**src/rtl/xroute_pkg.sv**
```systemverilog
package xroute_pkg;
  localparam int TILE_INS  = 16;
  localparam int TILE_OUTS = 8;
  localparam int MAX_TILES = 8;
  localparam int SEL_W     = $clog2(TILE_INS);
  localparam int GOUT_W    = $clog2(TILE_OUTS);
  localparam int GIN_W     = $clog2(TILE_INS * MAX_TILES);
  localparam int DATA_W    = SEL_W + 1;

  typedef enum logic [1:0] {
    ST_IDLE = 2'd0,
    ST_DIS  = 2'd1,
    ST_EN   = 2'd2,
    ST_UPD  = 2'd3
  } seq_st_t;

  typedef struct packed {
    logic             en;
    logic [SEL_W-1:0] sel;
  } cfg_word_t;
endpackage

```
**src/rtl/xroute_req_check.sv**
```systemverilog
module xroute_req_check
  import xroute_pkg::*;
#(
  parameter int N_TILES = 4,
  localparam int TILE_W = $clog2(N_TILES)
) (
  input  logic [GIN_W-1:0]  in_idx,
  input  logic [GOUT_W-1:0] out_idx,
  input  logic [1:0]        mode,
  output logic              legal,
  output logic [TILE_W-1:0] tile,
  output logic [SEL_W-1:0]  local_sel
);
  localparam int HI_W = GIN_W - SEL_W;

  logic [HI_W-1:0] hi;
  logic            range_ok;
  logic            group_ok;

  assign hi        = in_idx[GIN_W-1:SEL_W];
  assign local_sel = in_idx[SEL_W-1:0];
  assign tile      = hi[TILE_W-1:0];
  assign range_ok  = (int'(hi) < N_TILES);

  always_comb begin
    case (mode)
      2'd1:    group_ok = 1'b1;
      2'd2:    group_ok = !local_sel[0] && !out_idx[0];
      2'd3:    group_ok = (local_sel inside {4'd0, 4'd3, 4'd6, 4'd9, 4'd12}) &&
                          (out_idx inside {3'd0, 3'd3});
      default: group_ok = 1'b0;
    endcase
  end

  assign legal = range_ok && group_ok;
endmodule

```
**src/rtl/xroute_shadow.sv**
```systemverilog
module xroute_shadow
  import xroute_pkg::*;
#(
  parameter int TILE_W = 2
) (
  input  logic              clk,
  input  logic              rst,
  input  logic [GOUT_W-1:0] rd_addr,
  output logic              rd_en,
  output logic [TILE_W-1:0] rd_tile,
  input  logic              wr_en,
  input  logic [GOUT_W-1:0] wr_addr,
  input  logic [TILE_W-1:0] wr_tile
);
  logic              ent_en   [TILE_OUTS];
  logic [TILE_W-1:0] ent_tile [TILE_OUTS];

  for (genvar g = 0; g < TILE_OUTS; g++) begin : g_ent
    always_ff @(posedge clk) begin
      if (rst) begin
        ent_en[g]   <= 1'b0;
        ent_tile[g] <= '0;
      end else if (wr_en && wr_addr == GOUT_W'(g)) begin
        ent_en[g]   <= 1'b1;
        ent_tile[g] <= wr_tile;
      end
    end
  end

  assign rd_en   = ent_en[rd_addr];
  assign rd_tile = ent_tile[rd_addr];
endmodule

```
**src/rtl/xroute_seq.sv**
```systemverilog
module xroute_seq
  import xroute_pkg::*;
#(
  parameter int N_TILES = 4,
  localparam int TILE_W = $clog2(N_TILES)
) (
  input  logic              clk,
  input  logic              rst,
  input  logic              req_valid,
  input  logic              chk_legal,
  input  logic [TILE_W-1:0] chk_tile,
  input  logic [SEL_W-1:0]  chk_sel,
  input  logic [GOUT_W-1:0] req_out,
  input  logic [1:0]        req_mode,
  output logic [GOUT_W-1:0] sh_addr,
  input  logic              sh_en,
  input  logic [TILE_W-1:0] sh_tile,
  output logic              sh_we,
  output logic [TILE_W-1:0] sh_wtile,
  output logic              busy,
  output logic              req_err,
  output logic              cfg_we,
  output logic [TILE_W-1:0] cfg_tile,
  output logic [GOUT_W-1:0] cfg_addr,
  output logic [DATA_W-1:0] cfg_data,
  output logic              cfg_update
);
  seq_st_t           st;
  logic [1:0]        mode_q;
  logic [1:0]        k_q;
  logic [TILE_W-1:0] tile_q;
  logic [SEL_W-1:0]  sel_q;
  logic [GOUT_W-1:0] out_q;

  logic [GOUT_W-1:0] cur_out;
  logic [SEL_W-1:0]  cur_sel;
  logic              need_dis;
  logic              last_ch;
  cfg_word_t         en_word;

  assign cur_out  = out_q + GOUT_W'(k_q);
  assign cur_sel  = sel_q + SEL_W'(k_q);
  assign need_dis = sh_en && (sh_tile != tile_q);
  assign last_ch  = (k_q + 2'd1) == mode_q;
  assign en_word  = '{en: 1'b1, sel: cur_sel};

  assign sh_addr  = cur_out;
  assign sh_wtile = tile_q;
  assign sh_we    = (st == ST_EN) || (st == ST_DIS && !need_dis);

  always_ff @(posedge clk) begin
    if (rst) begin
      st         <= ST_IDLE;
      busy       <= 1'b0;
      req_err    <= 1'b0;
      cfg_we     <= 1'b0;
      cfg_update <= 1'b0;
      cfg_tile   <= '0;
      cfg_addr   <= '0;
      cfg_data   <= '0;
      mode_q     <= '0;
      k_q        <= '0;
      tile_q     <= '0;
      sel_q      <= '0;
      out_q      <= '0;
    end else begin
      cfg_we     <= 1'b0;
      cfg_update <= 1'b0;
      req_err    <= 1'b0;
      case (st)
        ST_IDLE: begin
          if (req_valid) begin
            if (chk_legal) begin
              mode_q <= req_mode;
              tile_q <= chk_tile;
              sel_q  <= chk_sel;
              out_q  <= req_out;
              k_q    <= '0;
              busy   <= 1'b1;
              st     <= ST_DIS;
            end else begin
              req_err <= 1'b1;
            end
          end
        end
        ST_DIS, ST_EN: begin
          cfg_we   <= 1'b1;
          cfg_addr <= cur_out;
          if (st == ST_DIS && need_dis) begin
            cfg_tile <= sh_tile;
            cfg_data <= '0;
            st       <= ST_EN;
          end else begin
            cfg_tile <= tile_q;
            cfg_data <= en_word;
            if (last_ch) begin
              st <= ST_UPD;
            end else begin
              k_q <= k_q + 2'd1;
              st  <= ST_DIS;
            end
          end
        end
        ST_UPD: begin
          cfg_update <= 1'b1;
          busy       <= 1'b0;
          st         <= ST_IDLE;
        end
        default: st <= ST_IDLE;
      endcase
    end
  end
endmodule

```
**src/rtl/tile_route_alloc.sv**
```systemverilog
module tile_route_alloc
  import xroute_pkg::*;
#(
  parameter int N_TILES = 4,
  localparam int TILE_W = $clog2(N_TILES)
) (
  input  logic              clk,
  input  logic              rst,
  input  logic              req_valid,
  input  logic [6:0]        req_in,
  input  logic [2:0]        req_out,
  input  logic [1:0]        req_mode,
  output logic              busy,
  output logic              req_err,
  output logic              cfg_we,
  output logic [TILE_W-1:0] cfg_tile,
  output logic [2:0]        cfg_addr,
  output logic [4:0]        cfg_data,
  output logic              cfg_update
);
  logic              chk_legal;
  logic [TILE_W-1:0] chk_tile;
  logic [SEL_W-1:0]  chk_sel;
  logic [GOUT_W-1:0] sh_addr;
  logic              sh_en;
  logic [TILE_W-1:0] sh_tile;
  logic              sh_we;
  logic [TILE_W-1:0] sh_wtile;

  xroute_req_check #(.N_TILES(N_TILES)) u_check (
    .in_idx    (req_in),
    .out_idx   (req_out),
    .mode      (req_mode),
    .legal     (chk_legal),
    .tile      (chk_tile),
    .local_sel (chk_sel)
  );

  xroute_shadow #(.TILE_W(TILE_W)) u_shadow (
    .clk     (clk),
    .rst     (rst),
    .rd_addr (sh_addr),
    .rd_en   (sh_en),
    .rd_tile (sh_tile),
    .wr_en   (sh_we),
    .wr_addr (sh_addr),
    .wr_tile (sh_wtile)
  );

  xroute_seq #(.N_TILES(N_TILES)) u_seq (
    .clk        (clk),
    .rst        (rst),
    .req_valid  (req_valid),
    .chk_legal  (chk_legal),
    .chk_tile   (chk_tile),
    .chk_sel    (chk_sel),
    .req_out    (req_out),
    .req_mode   (req_mode),
    .sh_addr    (sh_addr),
    .sh_en      (sh_en),
    .sh_tile    (sh_tile),
    .sh_we      (sh_we),
    .sh_wtile   (sh_wtile),
    .busy       (busy),
    .req_err    (req_err),
    .cfg_we     (cfg_we),
    .cfg_tile   (cfg_tile),
    .cfg_addr   (cfg_addr),
    .cfg_data   (cfg_data),
    .cfg_update (cfg_update)
  );
endmodule

```
**config.mk**
```make
export PLATFORM = sky130hd
export DESIGN_NAME = tile_route_alloc
export DESIGN_NICKNAME = d
export VERILOG_FILES = /design/src/rtl/xroute_pkg.sv /design/src/rtl/xroute_req_check.sv /design/src/rtl/xroute_shadow.sv /design/src/rtl/xroute_seq.sv /design/src/rtl/tile_route_alloc.sv
export SDC_FILE = /design/constraint.sdc
export NUM_CORES = 1
export LEC_CHECK = 0
export ABC_AREA = 1
export BUFFER_PORTS_ARGS = -buffer_cell sky130_fd_sc_hd__clkbuf_2
export CELL_PAD_IN_SITES_DETAIL_PLACEMENT = 1
export CELL_PAD_IN_SITES_GLOBAL_PLACEMENT = 2
export CORE_MARGIN = 2
export CORE_UTILIZATION = 38
export CTS_BUF_LIST = sky130_fd_sc_hd__clkbuf_2
export DETAILED_ROUTE_END_ITERATION = 8
export GPL_ROUTABILITY_DRIVEN = 0
export HOLD_SLACK_MARGIN = 0.15
export PLACE_DENSITY_LB_ADDON = 0.1
export SETUP_SLACK_MARGIN = 0.2
export SYNTH_ARGS = -nofsm -noshare
export SYNTH_HDL_FRONTEND = slang
export SYNTH_HIERARCHICAL = 1
export SYNTH_SLANG_ARGS = --single-unit
```
**constraint.sdc**
```tcl
create_clock -name clk -period 8 [get_ports clk]
set_input_delay 1.2 -clock clk [delete_from_list [all_inputs] [get_ports clk]]
set_output_delay 1.2 -clock clk [all_outputs]
set_load 0.03 [all_outputs]
```
==> results, run 1 <==
- The design area is 3102 um2.
- STA puts the critical path data required time at about 8.2 ns.
- No sink is reached through more buffers than the 2 on the longest clock path.
- The wire length after detailed routing is ~6700 um.
- CTS placed an instance of sky130_fd_sc_hd__clkbuf_2 at the clock tree root.
- Buffers placed on the I/O ports in this run total 28.
- For this run, the post-layout net count is 420.
- The detailed placement HPWL is a little over 5000 um.
- The worst min-delay path category is register to register.
- At the worst endpoint, the arrival time is between 3 and 4 ns.
- The synthesized net count is 400.
- The final hold violation count is 0.
- After synthesis, the netlist uses 35 different library cells.
- Measured against the total synthesized area, the mux share comes to 0.
- After floorplanning, the core was divided into 31 placement rows.
- The via count of the first global-routing pass is roughly 2300.
- The leakage power is ~1.5 nW.
- The die covers ~8300 um2.
- The width of the chip is 91.08 um.
- Of the total synthesized cell area, the portion taken by AND, OR, NAND and NOR gates is 0.2644.
- In this run, the number of DRC markers left after iteration 0 of detailed routing was 73.
- The post-synthesis instance area is 2882 um2.
- The count of TritonRoute iterations in the first routing pass is 4.
- For this design the ratio of total power to cell area is slightly below 300 nW/um2.
- The number of max-slew violations in the final report is 0.
- In this run the number of H-tree levels came out at 2.
- Of the available clock period, the critical path in the final layout requires 0.4202.
- The overall via count from detail_route is 2329.
- Of the total synthesized cell area, the portion taken by XOR and XNOR cells is 0.006079.
- Entering global routing, the biggest net connects 25 pins.
- TritonCTS built the clock tree.
- The post-detailed-route wirelength per cell is 13.59 um.
- The count of nets left with antenna violations once routing finished came out at 0.
- The routed metal-1 wirelength is approximately 3700 um.
- The top metal layer carrying routed signals is met4.
- In this run, post-CTS hold repair placed 0 buffers.
- The clock reaches the later pin of the worst-skew pair after 0.45 ns.
- The fraction of final layout cells sized beyond drive strength 1 is 0.1612.
- The number of buffers inserted during clock tree synthesis is 5.
- Across the VDD grid, the largest voltage drop is around 0.088 mV.
- Setup repair after global routing left no endpoint under its margin.
- 29 I/O pins were placed.
- Detailed routing placed a total of roughly 2700 um of wire on met2.
- The critical path launch point type is a register.
- The setup TNS after final layout is 0 ns.
- The achievable clock frequency is 297.5 MHz.
- The post-synthesis sequential area ratio is 0.4481.
- The mean area per synthesized cell is 7.664 um2.
- The final worst clock skew is about 0.031 ns.
- The ratio of routed vias to standard cells is about 4.7.
- Post-CTS timing repair inserted 0 buffers for setup.
- Of the total synthesized cell area, the portion taken by full adders, half adders and majority gates is 0.04429.
- Summing all placed instances gives a cell area of 3034 um2.
- The run finished with clean final reports.
- For this run, the total global-route usage over all layers was measured as 0.1717.
- The headroom to the max-slew limit is 0.5025.
- The clock net in this run drives a total of 53 sinks.
- The number of warning messages in the yosys log is 6.
- The post-route DRC violation count is 0.
- For the finished layout, the period the worst path requires is 3.362 ns.
- The number of gates resized after CTS was 0.
- The post-synthesis sequential element count is between 50 and 60.
- The endpoint class of the critical path is a register.
- The initial utilization of the core area, before any placement, comes to 0.3952.
- The initial antenna violation count is 0.
- In the detailed route, the total length drawn on met3 is ~250 um.
- After floorplanning, the core was sized to cover about 7300 um2.
- Compared with the post-synthesis result, the final layout area differs by 7.642%.
- The synthesized-area fraction occupied by ao, oa, aoi and oai cells is 0.09857.
- Counting every instance in the synthesized netlist gives 376.
- The sum of overflow across all layers after global routing is 0.
- The main combinational cell family by area after synthesis is simple AND/OR/NAND/NOR gates.
- The clock-pin slew reported for the worst setup and hold paths after clock tree synthesis is roughly 0.27 ns.
- The count of final setup violators is 0.
- By startpoint and endpoint, the worst setup path is classified as register to register.
- The repair_antennas step left the layout with diodes totalling 0.
- The die boundary height is roughly 90 um.
- The first global-routing pass estimated 11270 um of wire.
- The slew at the pin closest to its max-slew limit is between 0.7 and 0.8 ns.
- The largest fanout on the critical path is 8.
- The max-cap violation count is 0.
==> synth_stat cells, drive strengths merged <==
master  number  area, um2
nand2      102      400.4
nor2        35      138.9
or2          1      6.260
nand3       33      190.2
dfxtp       30      600.6
o211ai       1      7.510
a21oi       22      136.4
nand4        1      21.27
fa           2      40.04
buf         12      88.83
o21bai       1      7.510
a21o         1      7.510
nor3         1      5.000
o21ai       20      103.9
clkbuf       3      22.51
xnor2        2      17.52
ha           7      87.58
a31oi        2      12.51
edfxtp      23      690.7
inv         76      287.8
a221oi       1      8.760
==> cells by family after synthesis <==
logic type	count (synthesis)
AO/OA/AOI/OAI	48
XOR/XNOR	2
adder cells (fa/ha/maj)	9
buffers and inverters	91
flip-flops	53
AND/OR/NAND/NOR	173
==> layout by cell type (no fill, tap or decap), types with 5 or more instances in the layout <==
| cell type | synthesis | routed |
|---|---|---|
| sky130_fd_sc_hd__ha_1 | 7 | 7 |
| sky130_fd_sc_hd__nand3_2 | 5 | 5 |
| sky130_fd_sc_hd__inv_2 | 8 | 8 |
| sky130_fd_sc_hd__a21oi_1 | 17 | 17 |
| sky130_fd_sc_hd__nor2_1 | 34 | 34 |
| sky130_fd_sc_hd__dfxtp_1 | 30 | 30 |
| sky130_fd_sc_hd__clkbuf_2 | 1 | 33 |
| sky130_fd_sc_hd__nand2_2 | 7 | 7 |
| sky130_fd_sc_hd__nand2_1 | 95 | 95 |
| sky130_fd_sc_hd__nand3_1 | 28 | 28 |
| sky130_fd_sc_hd__o21ai_0 | 18 | 18 |
| sky130_fd_sc_hd__inv_1 | 67 | 68 |
| sky130_fd_sc_hd__edfxtp_1 | 23 | 23 |
==> critical path, stage by stage (launching register included) <==
cell and delay, ns:
sky130_fd_sc_hd__dfxtp_1 0.54, sky130_fd_sc_hd__ha_1 0.20, sky130_fd_sc_hd__inv_1 0.04, sky130_fd_sc_hd__fa_1 0.37
sky130_fd_sc_hd__xnor2_1 0.60, sky130_fd_sc_hd__inv_1 0.17, sky130_fd_sc_hd__nand2_1 0.11, sky130_fd_sc_hd__nand2_1 0.07
sky130_fd_sc_hd__inv_1 0.07, sky130_fd_sc_hd__nand2_1 0.07, sky130_fd_sc_hd__nand2_2 0.06, sky130_fd_sc_hd__nand2_2 0.08
sky130_fd_sc_hd__nand2_1 0.07, sky130_fd_sc_hd__a21o_1 0.13, sky130_fd_sc_hd__nand2_1 0.08, sky130_fd_sc_hd__o21ai_0 0.43
==> registers in the layout, summed over array words and instances, names as in the netlist <==
register           flops
u_seq/st               2
u_shadow/ent_en        8
u_seq/mode_q           2
u_seq/sel_q            4
u_seq/cfg_data         5
u_seq/k_q              2
u_seq/cfg_we           1
u_seq/sh_wtile         2
u_seq/busy             1
u_shadow/ent_tile     16
u_seq/cfg_update       1
u_seq/out_q            3
u_seq/req_err          1
u_seq/cfg_addr         3
u_seq/cfg_tile         2
==> layout make-up <==
class / count / area [um2]
fill: 975 / 4190
tap: 99 / 123.9
clock buffer: 5 / 25.02
inverter: 76 / 287.8
multi-input combinational: 232 / 1191
sequential: 53 / 1291
clock inverter: 3 / 42.54
timing repair buffer: 28 / 140.1
==> report_power, final <==
group	switching (W)	internal (W)	leakage, nW	total, W
registers	0.0000243	0.000325	0.483	0.000349
clock network	0.0000877	0.0000525	0.0443	0.000140
logic	0.000298	0.000117	0.929	0.000415
==> metal layers <==
metal | vias up | GRT usage
met4 | 0 | 0.05303
met2 | 41 | 0.2469
met5 | - | 0
li1 | 1200 | -
met1 | 1078 | 0.2598
met3 | 10 | 0.03071
==> worst paths after layout <==
path / startpoint / cells past startpoint / end / slack [ns]
worst max register to register: u_seq/k_q[0] / 15 / u_shadow/ent_tile[7][1] / 4.64
worst min-delay path: u_seq/sel_q[0] / 2 / u_seq/sel_q[0] / 0.47
worst min register to register: u_seq/sel_q[0] / 2 / u_seq/sel_q[0] / 0.47
worst max-delay path: u_seq/k_q[0] / 15 / u_shadow/ent_tile[7][1] / 4.64
==> stage by stage <==
step	std cells	worst slack [ns]	util	power [W]	hold slack [ns]
2_1_floorplan	376	5.132	-	0.0006858	0.4271
3_3_place_gp	488	4.695	0.4161	0.0007676	0.4420
3_5_place_dp	488	4.583	0.4161	0.0007714	0.4480
4_1_cts	496	4.546	0.4254	0.0009154	0.4769
5_1_grt	496	4.231	0.4254	0.0009812	0.4869
6_report	496	4.638	0.4254	0.0009047	0.4720
Note: power is estimated with default switching activity, not from simulation.
==> run 2, diff against run 1 <==
Settings changed: CORE_UTILIZATION 38 to 36.
Clock period 8 ns to 3.1 ns, I/O delays scaled along.
==> run 2 against run 1 <==
Clock skew down 0.0068 ns; worst hold slack lost 0.24 ns; critical path type unchanged; sequential share of layout area shrank 2.9 points; clock-buffer cell count is 1 higher; total power grew to 2.9 times the previous value; clock power grew to 2.6 times the previous value; maximum frequency rose by 19%; register-to-register slack lost 4.4 ns.
==> results, run 2 (synthesized netlist as in run 1, its figures left out) <==
- The global-route wire length before repair came to 11060 um (was 11270 um).
- The final hold violation count came to 0 (unchanged).
- The layer carrying the most global-route usage is met2 (was met1).
- The number of max-slew violations in the final report is 0 (unchanged).
- The met3 track demand over resource in global routing came to 0.02901 (was 0.03071).
- The peak ir drop on the vdd network is 0.2493 mV (was 0.08751 mV).
- The clock tree from TritonCTS is done (unchanged).
- The number of diodes added for antenna fixing is 0 (unchanged).
- The H-tree depth came to 2 (unchanged).
- The pin count of the biggest net entering global routing is 19 (was 25).
- The endpoint class of the critical path is a register (unchanged).
- The number of nets in the layout is 433 (was 420).
- The headroom to the max-slew limit is 0.5750 (was 0.5025).
- The post-detailed-route wirelength per cell is 13.51 um (was 13.59 um).
- The family with the most delay on the worst path is simple AND/OR/NAND/NOR gates (was XOR/XNOR gates).
- The most used cell along the critical path is sky130_fd_sc_hd__nand2_2 (was sky130_fd_sc_hd__nand2_1).
- The antenna violation net count after detailed routing is 0 (unchanged).
- The die boundary height is 93.47 um (was 91.08 um).
- The data arrival at the endpoint of the critical path was 3.03 ns (was 3.52 ns).
- The instance count after placement with tap cells included came to 498 (was 488).
- The clock-pin slew reported for the worst setup and hold paths after clock tree synthesis is 0.27 ns (about the same).
- The global-route usage over all layers is 0.1633 (was 0.1717).
- The slew at the pin closest to its max-slew limit is 0.6368 ns (was 0.7409 ns).
- The setup TNS after final layout is 0 ns (unchanged).
- The leakage power is 1.534 nW (was 1.456 nW).
- The switching power came to 0.001165 W (was 0.0004100 W).
- The internal power component is 0.001420 W (was 0.0004947 W).
- The number of buffer and inverter instances along the worst setup path is 5 (was 3).
- The count of final setup violators came to 0 (unchanged).
- The portion of total power attributed to the clock network is 0.139 (was 0.155).
- The clock period minus worst slack is 2.836 ns (was 3.362 ns).
- Commonest cells after routing, fill and taps aside: sky130_fd_sc_hd__nand2_1, sky130_fd_sc_hd__inv_1, sky130_fd_sc_hd__clkbuf_2 (was sky130_fd_sc_hd__nand2_1, sky130_fd_sc_hd__inv_1, sky130_fd_sc_hd__nor2_1).
- The effective utilization at floorplan is 0.3729 (was 0.3952).
- The flip-flop count of the largest register, all copies and words added was 16 (unchanged).
- The critical path launch point type is a register (unchanged).
- Registers with the highest flip-flop counts: u_shadow/ent_tile x16, u_shadow/ent_en x8, u_seq/cfg_data x5 (unchanged).
- The count of TritonRoute iterations in the first routing pass is 4 (unchanged).
- Cell-by-cell listing of the critical path: ha_2 > inv_2 > fa_1 > inv_2 > clkinv_4 > nand3_2 > nand2_2 > nand2_2 > nand2_2 > inv_2 > nand2_2 > nand2_2 > nand2_4 > nand2_1 > a21o_1 > inv_2 > nor2_4 > nand2_1 > nand2_2 (was ha_1 > inv_1 > fa_1 > xnor2_1 > inv_1 > nand2_1 > nand2_1 > inv_1 > nand2_1 > nand2_2 > nand2_2 > nand2_1 > a21o_1 > nand2_1 > o21ai_0).
- The worst min-delay path category was primary input to register (was register to register).
- The detailed placement HPWL came to 5243 um (was 5121 um).
- The part of the power in registers is 0.345 (was 0.386).
- The number of buffers between clock root and the deepest sink was 2 (unchanged).
- Status: finished clean (unchanged).
- The max-cap violation count is 0 (unchanged).
- The final worst clock skew is 0.02403 ns (was 0.03079 ns).
- The overall die area was 8736 um2 (was 8296 um2).
- The switching power share of the total is 0.4508 (was 0.4532).
- The buffer type at the clock tree root was sky130_fd_sc_hd__clkbuf_2 (unchanged).
- The most common cell after layout, fill and taps aside is sky130_fd_sc_hd__nand2_1 (unchanged).
- The initial antenna violation count is 0 (unchanged).
- The number of sinks driven by the clock tree was 53 (unchanged).
- The part of the cycle the worst path needs is 0.9147 (was 0.4202).
- The filler-free cell count of the finished design is 512 (was 496).
- The number of rows created at floorplan was 32 (was 31).
- RSZ-0062 raised after global routing: true (was false).
- The overall via count from detail_route was 2345 (was 2329).
- The area inside the core boundary is 7727 um2 (was 7292 um2).
- The ratio of routed vias to standard cells is 4.580 (was 4.696).
- The met2 capacity usage during global routing is 0.2500 (was 0.2469).
- The via count of the first global-routing pass is 2268 (was 2278).
- The total power divided by cell area is 772.6 nW/um2 (was 291.7 nW/um2).
- The largest fanout on the critical path came to 8 (unchanged).
- The achievable clock frequency is 352.7 MHz (was 297.5 MHz).
- The sum of overflow across all layers after global routing is 0 (unchanged).
- The met1 track demand over resource in global routing is 0.2365 (was 0.2598).
- The number of buffers inserted during clock tree synthesis is 5 (unchanged).
- The number of placed I/O pins is 29 (unchanged).
- The startpoint-to-endpoint class of the critical path is register to register (unchanged).
- The post-route DRC violation count is 0 (unchanged).
- The width of the chip is 93.47 um (was 91.08 um).
- The count of input and output buffers was 28 (unchanged).
- The fraction of final layout cells sized beyond drive strength 1 was 0.2976 (was 0.1612).
- The largest register by flop count is u_shadow/ent_tile (unchanged).
- The iteration-0 DRC count of the detailed router is 61 (was 73).
- The wire length after detailed routing was 6919 um (was 6740 um).
- The synthesis-to-finish area growth is 16.11% (was 7.642%).
- The critical path's slowest cell is sky130_fd_sc_hd__fa_1 (was sky130_fd_sc_hd__xnor2_1).
- The share of total power in combinational logic is 0.516 (was 0.459).
- The worst-skew pair later-pin latency came to 0.44 ns (was 0.45 ns).
- The number of hold buffers added after CTS was 0 (unchanged).
- The biggest cell delay along the critical path is 0.51 ns (was 0.60 ns).
- The required time at the endpoint of the critical path is 3.29 ns (was 8.16 ns).
-- run 2: per-layer routing --
metal  vias to the layer above  part of all wire
met3                         5             0.030
met5                         -                 0
met1                      1081              0.52
li1                       1230                 -
met4                         0             0.012
met2                        29              0.44
-- run 2: layout make-up --
class | count | area (um2)
Fill cell | 980 | 4382
Multi-Input combinational cell | 232 | 1321
Sequential cell | 53 | 1295
Inverter | 76 | 292.8
Timing Repair Buffer | 41 | 245.2
Tap cell | 102 | 127.6
Clock inverter | 2 | 33.78
Clock buffer | 6 | 30.03
-- run 2: worst paths after layout --
kind / start / end / slack, ns / depth (start not counted)
setup reg to reg: u_seq/out_q[0] / u_shadow/ent_tile[2][1] / 0.26 / 19
setup / recovery: u_seq/out_q[0] / u_shadow/ent_tile[2][1] / 0.26 / 19
hold reg to reg: u_seq/out_q[0] / u_seq/out_q[0] / 0.47 / 2
hold / removal: req_valid / u_seq/req_err / 0.23 / 3
-- run 2: stage by stage --
step	utilization	cell area, um2	worst slack, ns	power [W]	hold slack [ns]
after floorplan	-	2882	0.2316	0.001770	0.4271
after global placement	0.3999	3090	0.2155	0.002024	0.4439
after detailed placement	0.3999	3090	0.1440	0.002038	0.4478
after CTS	0.4084	3156	0.2379	0.002403	0.2027
after global routing	0.4330	3346	0.06774	0.002786	0.2056
final	0.4330	3346	0.2644	0.002585	0.2343
-- run 2: tightest hold or removal path: cells and delay by family --
kind	cells	cell delay, ns
buffers and inverters	1	0.10
AND/OR/NAND/NOR	2	0.11
-- run 2: timing repair --
item,CTS,global route
setup buffers,0,6
resized for setup,2,49
hold endpoints to repair,0,0
setup endpoints to repair,34,47
pin swaps,0,17
-- run 2: power by group through the flow --
| stage | sequential [W] | clock, W | combinational (W) |
|---|---|---|---|
| floorplan | 0.000976 | 0 | 0.000794 |
| global placement | 0.000905 | 0 | 0.00112 |
| detailed placement | 0.000908 | 0 | 0.00113 |
| CTS | 0.000892 | 0.000376 | 0.00113 |
| global route | 0.000906 | 0.000401 | 0.00148 |
| finish | 0.000892 | 0.000358 | 0.00133 |
==> run 3, diff against run 2 <==
Settings changed: REMOVE_ABC_BUFFERS from default to 1.
==> run 3 against run 2 <==
Clock-buffer cell count fell by 1; routed wire length fell by 1.4%; sequential power about the same; cell count shrank 1.2%; register-to-register slack worse by 0.03 ns; cell area decreased by 0.56%; combinational power down 7%; largest cell class unchanged; worst hold slack worse by 0.0086 ns; setup slack worse by 0.026 ns.
==> results, run 3 (synthesized netlist as in run 1, its figures left out) <==
- Status: finished clean (unchanged).
- The number of buffers between clock root and the deepest sink is 2 (unchanged).
- The number of buffers inserted during clock tree synthesis was 5 (unchanged).
- The H-tree depth was 2 (unchanged).
- The required time at the endpoint of the critical path is 3.31 ns (was 3.29 ns).
- The number of placed I/O pins is 29 (unchanged).
- The detailed placement HPWL is 5357 um (was 5243 um).
- The internal power component is 0.001435 W (was 0.001420 W).
- The final-layout fill cell count is 972 (was 980).
- The setup TNS after final layout is 0 ns (unchanged).
- The ratio of routed vias to standard cells was 4.662 (was 4.580).
- The number of nets in the layout is 427 (was 433).
- The switching power share of the total is 0.4410 (was 0.4508).
- RSZ-0062 raised after global routing: true (unchanged).
- The worst-skew pair later-pin latency was 0.44 ns (about the same).
- The sum of overflow across all layers after global routing is 0 (unchanged).
- The endpoint class of the critical path is a register (unchanged).
- The clock tree from TritonCTS is done (unchanged).
- The die boundary height is 93.47 um (unchanged).
- The slew at the pin closest to its max-slew limit is 0.5711 ns (was 0.6368 ns).
- The worst min-delay path category is primary input to register (unchanged).
- The number of hold buffers added after CTS was 0 (unchanged).
- The antenna violation net count after detailed routing is 0 (unchanged).
- The flip-flop count of the largest register, all copies and words added is 16 (unchanged).
- The number of diodes added for antenna fixing is 0 (unchanged).
- The effective utilization at floorplan is 0.3729 (unchanged).
- The total power divided by cell area came to 771.4 nW/um2 (was 772.6 nW/um2).
- The share of total power in combinational logic is 0.482 (was 0.516).
- The peak ir drop on the vdd network is 0.1864 mV (was 0.2493 mV).
- The synthesis-to-finish area growth is 15.46% (was 16.11%).
- The global-route wire length before repair is 11400 um (was 11060 um).
- The worst path setup slack after routing is 0.2384 ns (was 0.2644 ns).
- The wire length after detailed routing was 6825 um (was 6919 um).
- The count of final setup violators was 0 (unchanged).
- The filler-free cell count of the finished design is 506 (was 512).
- The leakage power came to 1.514 nW (was 1.534 nW).
- The data arrival at the endpoint of the critical path is 3.08 ns (was 3.03 ns).
- The post-detailed-route wirelength per cell came to 13.49 um (was 13.51 um).
- The area inside the core boundary is 7727 um2 (unchanged).
- The max-cap violation count is 0 (unchanged).
- The fraction of final layout cells sized beyond drive strength 1 came to 0.2797 (was 0.2976).
- The number of rows created at floorplan is 32 (unchanged).
- The number of max-slew violations in the final report was 0 (unchanged).
- The worst-case reg-to-reg path depth came to 17 (was 19).
- The number of sinks driven by the clock tree was 53 (unchanged).
- The iteration-0 DRC count of the detailed router is 67 (was 61).
- The switching power is 0.001132 W (was 0.001165 W).
- The part of the cycle the worst path needs is 0.9231 (was 0.9147).
- The number of cells traversed by the worst hold path is 3 (unchanged).
- The setup slack at placement was 0.04525 ns (was 0.1440 ns).
- The initial antenna violation count is 0 (unchanged).
- The largest register by flop count is u_shadow/ent_tile (unchanged).
- The count of TritonRoute iterations in the first routing pass was 4 (unchanged).
- The critical path launch point type is a register (unchanged).
- The overall via count from detail_route is 2359 (was 2345).
- The final hold violation count was 0 (unchanged).
- The post-route DRC violation count is 0 (unchanged).
- The achievable clock frequency is 349.5 MHz (was 352.7 MHz).
- The clock period minus worst slack was 2.862 ns (was 2.836 ns).
- The overall die area is 8736 um2 (unchanged).
- The headroom to the max-slew limit came to 0.6189 (was 0.5750).
- The part of the power in registers is 0.349 (was 0.345).
- The width of the chip is 93.47 um (unchanged).
- The startpoint-to-endpoint class of the critical path is register to register (unchanged).
- The most common cell after layout, fill and taps aside is sky130_fd_sc_hd__nand2_1 (unchanged).
- The instance count after placement with tap cells included came to 495 (was 498).
- The final worst clock skew came to 0.01841 ns (was 0.02403 ns).
- The buffer type at the clock tree root is sky130_fd_sc_hd__clkbuf_2 (unchanged).
- The global-route usage over all layers came to 0.1675 (was 0.1633).
- The pin count of the biggest net entering global routing is 19 (unchanged).
- The largest fanout on the critical path is 6 (was 8).
- Registers with the highest flip-flop counts: u_shadow/ent_tile x16, u_shadow/ent_en x8, u_seq/cfg_data x5 (unchanged).
- The count of input and output buffers was 28 (unchanged).
- The portion of total power attributed to the clock network is 0.170 (was 0.139).
- The via count of the first global-routing pass is 2362 (was 2268).
- Commonest cells after routing, fill and taps aside: sky130_fd_sc_hd__nand2_1, sky130_fd_sc_hd__inv_1, sky130_fd_sc_hd__clkbuf_2, sky130_fd_sc_hd__nor2_1, sky130_fd_sc_hd__dfxtp_1 (was sky130_fd_sc_hd__nand2_1, sky130_fd_sc_hd__inv_1, sky130_fd_sc_hd__clkbuf_2).
- The clock-pin slew reported for the worst setup and hold paths after clock tree synthesis is 0.27 ns (about the same).
run 3: changes by cell type in the layout (fill, tap and decap cells not counted), moves of 2 or more:
| cell | before | now |
|---|---|---|
| sky130_fd_sc_hd__nand2_2 | 26 | 23 |
| sky130_fd_sc_hd__buf_6 | 2 | 0 |
| sky130_fd_sc_hd__nand2_1 | 75 | 78 |
| sky130_fd_sc_hd__inv_2 | 15 | 13 |
| sky130_fd_sc_hd__buf_4 | 11 | 6 |
| sky130_fd_sc_hd__nor2_1 | 31 | 33 |
| sky130_fd_sc_hd__nor2_2 | 3 | 1 |
run 3: per-stage QoR:
step	total power (W)	instance area (um2)	util	hold slack, ns
floorplan	0.001700	2770	-	0.4280
global placement	0.001992	3068	0.3970	0.4427
detailed placement	0.002007	3068	0.3970	0.4444
CTS	0.002447	3159	0.4088	0.1851
global route	0.002776	3327	0.4305	0.1676
finish	0.002567	3327	0.4305	0.2257
run 3: cell type report:
cell class	count	area [um2]	area share
Multi-Input combinational cell	232	1319	0.3964
Inverter	76	300.3	0.09026
Sequential cell	53	1297	0.3900
Tap cell	102	127.6	0.03836
Timing Repair Buffer	34	185.2	0.05566
Clock buffer	5	25.02	0.007522
Clock inverter	3	65.06	0.01956
Timing Repair inverter	1	7.507	0.002256
run 3: power groups by stage:
stage	Clock, W	Sequential [W]	Combinational (W)
after global routing	0.000475	0.000908	0.00139
after CTS	0.000452	0.000895	0.00110
after global placement	0	0.000905	0.00109
after floorplan	0	0.000976	0.000724
final	0.000435	0.000895	0.00124
after detailed placement	0	0.000911	0.00110
run 3: worst max-delay path, cell delays in order (launching register included):
cell                       delay [ns]
sky130_fd_sc_hd__dfxtp_2         0.39
sky130_fd_sc_hd__ha_2            0.16
sky130_fd_sc_hd__inv_2           0.04
sky130_fd_sc_hd__fa_2            0.61
sky130_fd_sc_hd__clkinv_4        0.13
sky130_fd_sc_hd__inv_8           0.10
sky130_fd_sc_hd__nand3_2         0.05
sky130_fd_sc_hd__nand2_1         0.06
sky130_fd_sc_hd__nand2_1         0.07
sky130_fd_sc_hd__nand2_2         0.08
sky130_fd_sc_hd__nand2_2         0.05
sky130_fd_sc_hd__nand2_2         0.07
sky130_fd_sc_hd__nand2_4         0.07
sky130_fd_sc_hd__nand2_2         0.06
sky130_fd_sc_hd__a21o_1          0.15
sky130_fd_sc_hd__nand2_1         0.09
sky130_fd_sc_hd__o21ai_0         0.27
sky130_fd_sc_hd__buf_4           0.18
run 3: final timing paths:
kind | to | startpoint | slack, ns
setup / recovery | u_shadow/ent_tile[7][1] | u_seq/k_q[0] | 0.24
hold / removal | u_seq/req_err | req_valid | 0.23
setup reg to reg | u_shadow/ent_tile[7][1] | u_seq/k_q[0] | 0.24
hold reg to reg | u_seq/sel_q[0] | u_seq/sel_q[0] | 0.47
run 3: what timing repair did:
| item | CTS | global route |
|---|---|---|
| endpoints found under the setup margin | 47 | 47 |
| pin swaps | 0 | 22 |
| gates resized for setup | 2 | 48 |
| hold endpoints to repair | 0 | 0 |
| cloned | 0 | 1 |
| setup buffers | 0 | 2 |
run 3: metal layers:
metal	routed length (um)	vias to the layer above	GRT usage	part of all wire
li1	-	1217	-	-
met1	3512	1105	0.2386	0.51
met2	3009	33	0.2662	0.44
met3	246	4	0.02901	0.036
met4	57	0	0.03676	0.0084
met5	0	-	0	0
